--- src/rtl/edge_pwm.sv ---
module edge_pwm #(
  parameter int DIV_W   = 14,
  parameter int PRD_W   = 8,
  parameter int CNT_W   = 16,
  parameter int MIN_DIV = 3,
  parameter int MIN_PRD = 2
) (
  input  logic             clk,
  input  logic             rst_n,
  input  logic [DIV_W-1:0] cfg_div,
  input  logic [PRD_W-1:0] cfg_prd,
  input  logic [PRD_W-1:0] cfg_rise,
  input  logic [PRD_W-1:0] cfg_fall,
  input  logic [CNT_W-1:0] cfg_cycles,
  input  logic             cfg_inv,
  input  logic             start,
  input  logic             stop,
  input  logic             reload,
  output logic             pwm_out,
  output logic             busy,
  output logic             done,
  output logic [CNT_W-1:0] periods_done
);
  localparam logic [DIV_W-1:0] DIV_FLOOR = DIV_W'(MIN_DIV);
  localparam logic [PRD_W-1:0] PRD_FLOOR = PRD_W'(MIN_PRD);
  localparam logic [CNT_W-1:0] CNT_MAX   = {CNT_W{1'b1}};

  logic [DIV_W-1:0] div_c, div_q, pre_q;
  logic [PRD_W-1:0] prd_c, rise_c, fall_c;
  logic [PRD_W-1:0] prd_q, rise_q, fall_q, pos_q;
  logic [PRD_W-1:0] prd_s, rise_s, fall_s;
  logic [CNT_W-1:0] cyc_q, cnt_q;
  logic             inv_q, pend_q;
  logic             tick, wrap, last;

  assign div_c  = (cfg_div < DIV_FLOOR) ? DIV_FLOOR : cfg_div;
  assign prd_c  = (cfg_prd < PRD_FLOOR) ? PRD_FLOOR : cfg_prd;
  assign fall_c = (cfg_fall > prd_c) ? prd_c : cfg_fall;
  assign rise_c = (cfg_rise > fall_c) ? fall_c : cfg_rise;

  assign tick = busy && (pre_q == div_q);
  assign wrap = tick && (pos_q == prd_q - PRD_W'(1));
  assign last = wrap && (cyc_q != '0) && (cnt_q + CNT_W'(1) == cyc_q);

  assign pwm_out      = inv_q ^ (busy && (pos_q >= rise_q) && (pos_q < fall_q));
  assign periods_done = cnt_q;

  always_ff @(posedge clk or negedge rst_n) begin
    if (!rst_n) begin
      busy   <= 1'b0;
      done   <= 1'b0;
      pre_q  <= '0;
      pos_q  <= '0;
      cnt_q  <= '0;
      div_q  <= DIV_FLOOR;
      prd_q  <= PRD_FLOOR;
      rise_q <= '0;
      fall_q <= '0;
      prd_s  <= PRD_FLOOR;
      rise_s <= '0;
      fall_s <= '0;
      cyc_q  <= '0;
      inv_q  <= 1'b0;
      pend_q <= 1'b0;
    end else if (stop) begin
      busy <= 1'b0;
      done <= 1'b1;
    end else if (start) begin
      busy   <= 1'b1;
      done   <= 1'b0;
      pre_q  <= '0;
      pos_q  <= '0;
      cnt_q  <= '0;
      div_q  <= div_c;
      prd_q  <= prd_c;
      rise_q <= rise_c;
      fall_q <= fall_c;
      cyc_q  <= cfg_cycles;
      inv_q  <= cfg_inv;
      pend_q <= 1'b0;
    end else if (busy) begin
      if (tick) begin
        pre_q <= '0;
        if (wrap) begin
          pos_q <= '0;
          if (cnt_q != CNT_MAX) cnt_q <= cnt_q + CNT_W'(1);
          if (last) begin
            busy <= 1'b0;
            done <= 1'b1;
          end else if (pend_q) begin
            prd_q  <= prd_s;
            rise_q <= rise_s;
            fall_q <= fall_s;
            pend_q <= 1'b0;
          end
        end else begin
          pos_q <= pos_q + PRD_W'(1);
        end
      end else begin
        pre_q <= pre_q + DIV_W'(1);
      end
      if (reload) begin
        prd_s  <= prd_c;
        rise_s <= rise_c;
        fall_s <= fall_c;
        pend_q <= 1'b1;
      end
    end
  end
endmodule

--- config.mk ---
export PLATFORM = sky130hd
export DESIGN_NAME = edge_pwm
export DESIGN_NICKNAME = d
export VERILOG_FILES = /design/src/rtl/edge_pwm.sv
export SDC_FILE = /design/constraint.sdc
export NUM_CORES = 1
export LEC_CHECK = 0
export BUFFER_PORTS_ARGS = -buffer_cell sky130_fd_sc_hd__buf_2
export CAP_MARGIN = 20
export CORE_UTILIZATION = 60
export CTS_BUF_LIST = sky130_fd_sc_hd__clkbuf_8
export DETAILED_ROUTE_END_ITERATION = 10
export PLACE_DENSITY = 0.77
export REMOVE_ABC_BUFFERS = 1
export SYNTH_ARGS = -nofsm -noshare
export SYNTH_HDL_FRONTEND = slang
export SYNTH_SLANG_ARGS = --single-unit
--- constraint.sdc ---
create_clock -name clk -period 3.5 [get_ports clk]
set_input_delay 0.875 -clock clk [delete_from_list [all_inputs] [get_ports clk]]
set_output_delay 0.875 -clock clk [all_outputs]
set_load 0.005 [all_outputs]
==> results.md <==
- Status: complete, but fails checks
- Failing checks: design-rule violations, negative setup slack
- Commonest non-fill, non-tap cells in the layout: dfrtp_1 (115), buf_2 (75), nand2_1 (74)
- Main combinational cell family by area after synthesis: simple AND/OR/NAND/NOR gates
- Reg power frac: 40.8%
- Drt wl/cell: approximately 18 µm
- Starting density of the core: 62.23%
- Post-synthesis simple-gate area fraction: between 10% and 20%
- Post-synthesis cell type count: 60
- DRC viols: 8
- Layout area overhead: 23.54%
- Setup ws final: -0.5038 ns
- GRT Total Usage: 30.58%
- WP data required: 3.85 ns
- Final Hold Viols: 0
- TNS Setup: -6.110 ns
- Complex-gate fraction of the synthesized area: ~11%
- Clock Power Share: approximately 29%
- Ys flop type: dfrtp_1
- Synth Instances: 733
- Sw power: 0.001524 W
- H-tree Lvls: 4
- Crit Path Max Fanout: 7
- Max clock buf depth: 2
- Cell-internal power: 0.003035 W
- TritonCTS clock tree: done
- Critical Path End Type: flip-flop
- Critical path launch point type: input port
- Adder-Cell Fraction of Synth Area: under 10%
- Tcrit/Tclk final: 114.4%
- FFs w/ async S/R, synth: 100.0%
- Fin util: 76.88%
- EDFF count, synth: 0
- CP arrival: 4.35 ns
- Clock transition at path regs: 0.07 ns
- Fillers: roughly 740
- Fin. max-slew vios: 0
- DRT Pass-1 Iters: 8
- Pwr Density: between 500 and 600 nW/µm²
- Vias post-DR: 6137
- Max-slew headroom at the worst pin: about half
- Die Wd: 111.5 µm
- Total wire length: 18.51 mm
- Die area: ~12000 µm²
- Post-Syn Area per Cell: 9.818 µm²
- Mapped Area: 7197 µm²
- Worst skew pair latency: approximately 0.44 ns
- Fmax: 249.8 MHz
- Worst slew pin tran: 0.7555 ns
- Diodes inserted: 0
- Hold Path Class: reg2reg
- Worst VDD drop: 622.0 µV
- # port buffers: 78
- Grt total ovfl: 0
- Yosys warns: 0
- Antenna viol nets, final: 0
- Core Area: 11560 µm²
- RSZ-0062 raised after global routing: yes
- Critical Setup Path Class: in2reg
- Placer Congestion: ~0.87
- Leakage Power: 4.032 nW
- First-pass GRT wire length: 30.05 mm
- Post-Synth XOR/XNOR Area: 7.163%
- Vias in the first global route: 6127
- Setup violators final: 16
- Layout cells sized above 1: between 30% and 40%
- Multiplexer share of the synthesized area: 12.57%
- Vias per cell: 6.070
- Flops & latches, synth: 120
- DRT iter0 DRCs: 453
- Logic pwr share: 30.1%
- Initial antenna violation count: 0
- Largest net degree at the start of global routing: 57
- Design Power: roughly 0.0046 W
- Max-cap check violation count: 0
- Switching power share of the total: ~33%
- Root buffer cell: clkbuf_8
- Clk sinks: 120
- IO Count: just under 80
- Register area share after synthesis: 41.79%
- Most common cell after layout, fill and taps aside: dfrtp_1
- Num CTS Buffers: 17
- Detailed placement HPWL: approximately 13 mm
- Final nets: 950
- Row Count: 39
- Minimum clock period after layout: 4.004 ns
- Die height: 111.5 µm
- Clock skew: 0.01443 ns
-- cell type report --
cell class                 instances  area [µm²]  share of cell area, %
clock inverter                    14       172.7                  1.942
inverter                          37       138.9                  1.562
tap                              143       178.9                  2.012
timing repair buffer             137       899.6                  10.12
sequential                       120        3009                  33.84
clock buffer                      18       247.7                  2.786
multi-input combinational        542        4244                  47.73
-- registers in the layout, summed over array words and instances, names as in the netlist --
register and count:
cyc_q 16, periods_done 16, div_q 14, pre_q 14
fall_q 8, fall_s 8, pos_q 8, prd_q 8
prd_s 8, rise_q 8, rise_s 8, busy 1
done 1, inv_q 1, pend_q 1
-- final timing paths --
path | startpoint | slack [ns] | to | cells after the start
max | cfg_prd[7] | -0.50 | rise_q[1] | 19
min | fall_s[1] | 0.48 | fall_s[1] | 2
max reg2reg | periods_done[0] | 0.18 | fall_q[4] | 10
min reg2reg | fall_s[1] | 0.48 | fall_s[1] | 2
max in group asynchronous | rst_n | 2.21 | div_q[1] | 2
min in group asynchronous | rst_n | 0.49 | fall_s[4] | 1
-- synth_stat cells (all sizes together) (5+ instances only) --
cell type | instances | area [µm²]
a21oi | 34 | 170.2
a311o | 7 | 70.07
and2 | 8 | 50.05
and3 | 8 | 50.05
and4 | 5 | 43.79
buf | 8 | 46.29
clkbuf | 26 | 100.1
dfrtp | 116 | 2903
ha | 35 | 437.9
inv | 37 | 138.9
mux2 | 48 | 574.3
mux2i | 33 | 330.3
nand2 | 75 | 281.5
nand2b | 7 | 43.79
nand3 | 14 | 75.07
nand4 | 27 | 175.2
nor2 | 48 | 180.2
nor2b | 8 | 50.05
nor3 | 9 | 45.04
nor4 | 18 | 112.6
o21ai | 47 | 235.2
xnor2 | 39 | 349.1
xor2 | 19 | 166.4
-- kinds of logic after synthesis --
| kind of cell | Yosys count |
|---|---|
| flip-flops | 120 |
| AO/OA/AOI/OAI | 124 |
| buffers and inverters | 71 |
| multiplexers | 81 |
| AND/OR/NAND/NOR | 244 |
| adder cells (fa/ha/maj) | 35 |
| XOR/XNOR | 58 |
-- power by group through the flow --
stage	clock network, W	registers [W]	logic (W)
after floorplan	0	0.00183	0.000751
after CTS	0.00134	0.00185	0.00128
after detailed placement	0	0.00187	0.00117
after global placement	0	0.00185	0.00110
after global routing	0.00141	0.00189	0.00150
final	0.00133	0.00186	0.00137
-- stage by stage --
step	hold slack [ns]	worst slack [ns]	std cells	instance area [µm²]
after CTS	0.4805	-0.3615	1007	8687
after global placement	0.4568	-0.7832	970	8013
after floorplan	0.4446	-1.413	699	7051
after detailed placement	0.4615	-1.078	970	8013
after global routing	0.5101	-0.6016	1011	8891
final	0.4782	-0.5038	1011	8891
-- critical path, cell delays in order --
cell and delay [ns]:
buf_8 0.10, nor4_4 0.32, a21oi_2 0.11, ha_1 0.31
nor2b_4 0.14, o211ai_1 0.10, a21oi_1 0.18, o22ai_2 0.11
buf_6 0.18, buf_12 0.13, mux2i_4 0.19, ha_4 0.28
nand4_1 0.18, mux2i_2 0.24, a21oi_4 0.21, buf_8 0.19
mux2i_4 0.24, mux2i_1 0.10, mux2i_1 0.18
-- what timing repair did --
item,CTS,global route
endpoints found under the setup margin,17,17
cloned,1,0
pin swaps,25,17
buffers inserted,6,5
hold buffers,0,0
resized for setup,49,30
hold endpoints to repair,0,0
-- layer usage --
metal  vias to the layer above  share of wire (%)  wire length [µm]  global-route usage (%)
met1                      3059                 43              7951                   39.55
met3                        38                5.0               917                   6.369
met5                         -                  0                 0                       0
li1                       2855                  -                 -                       -
met2                       185                 50              9254                   51.38
met4                         0                2.1               391                   10.27
No activity file was read; power rests on OpenSTA's default activity.
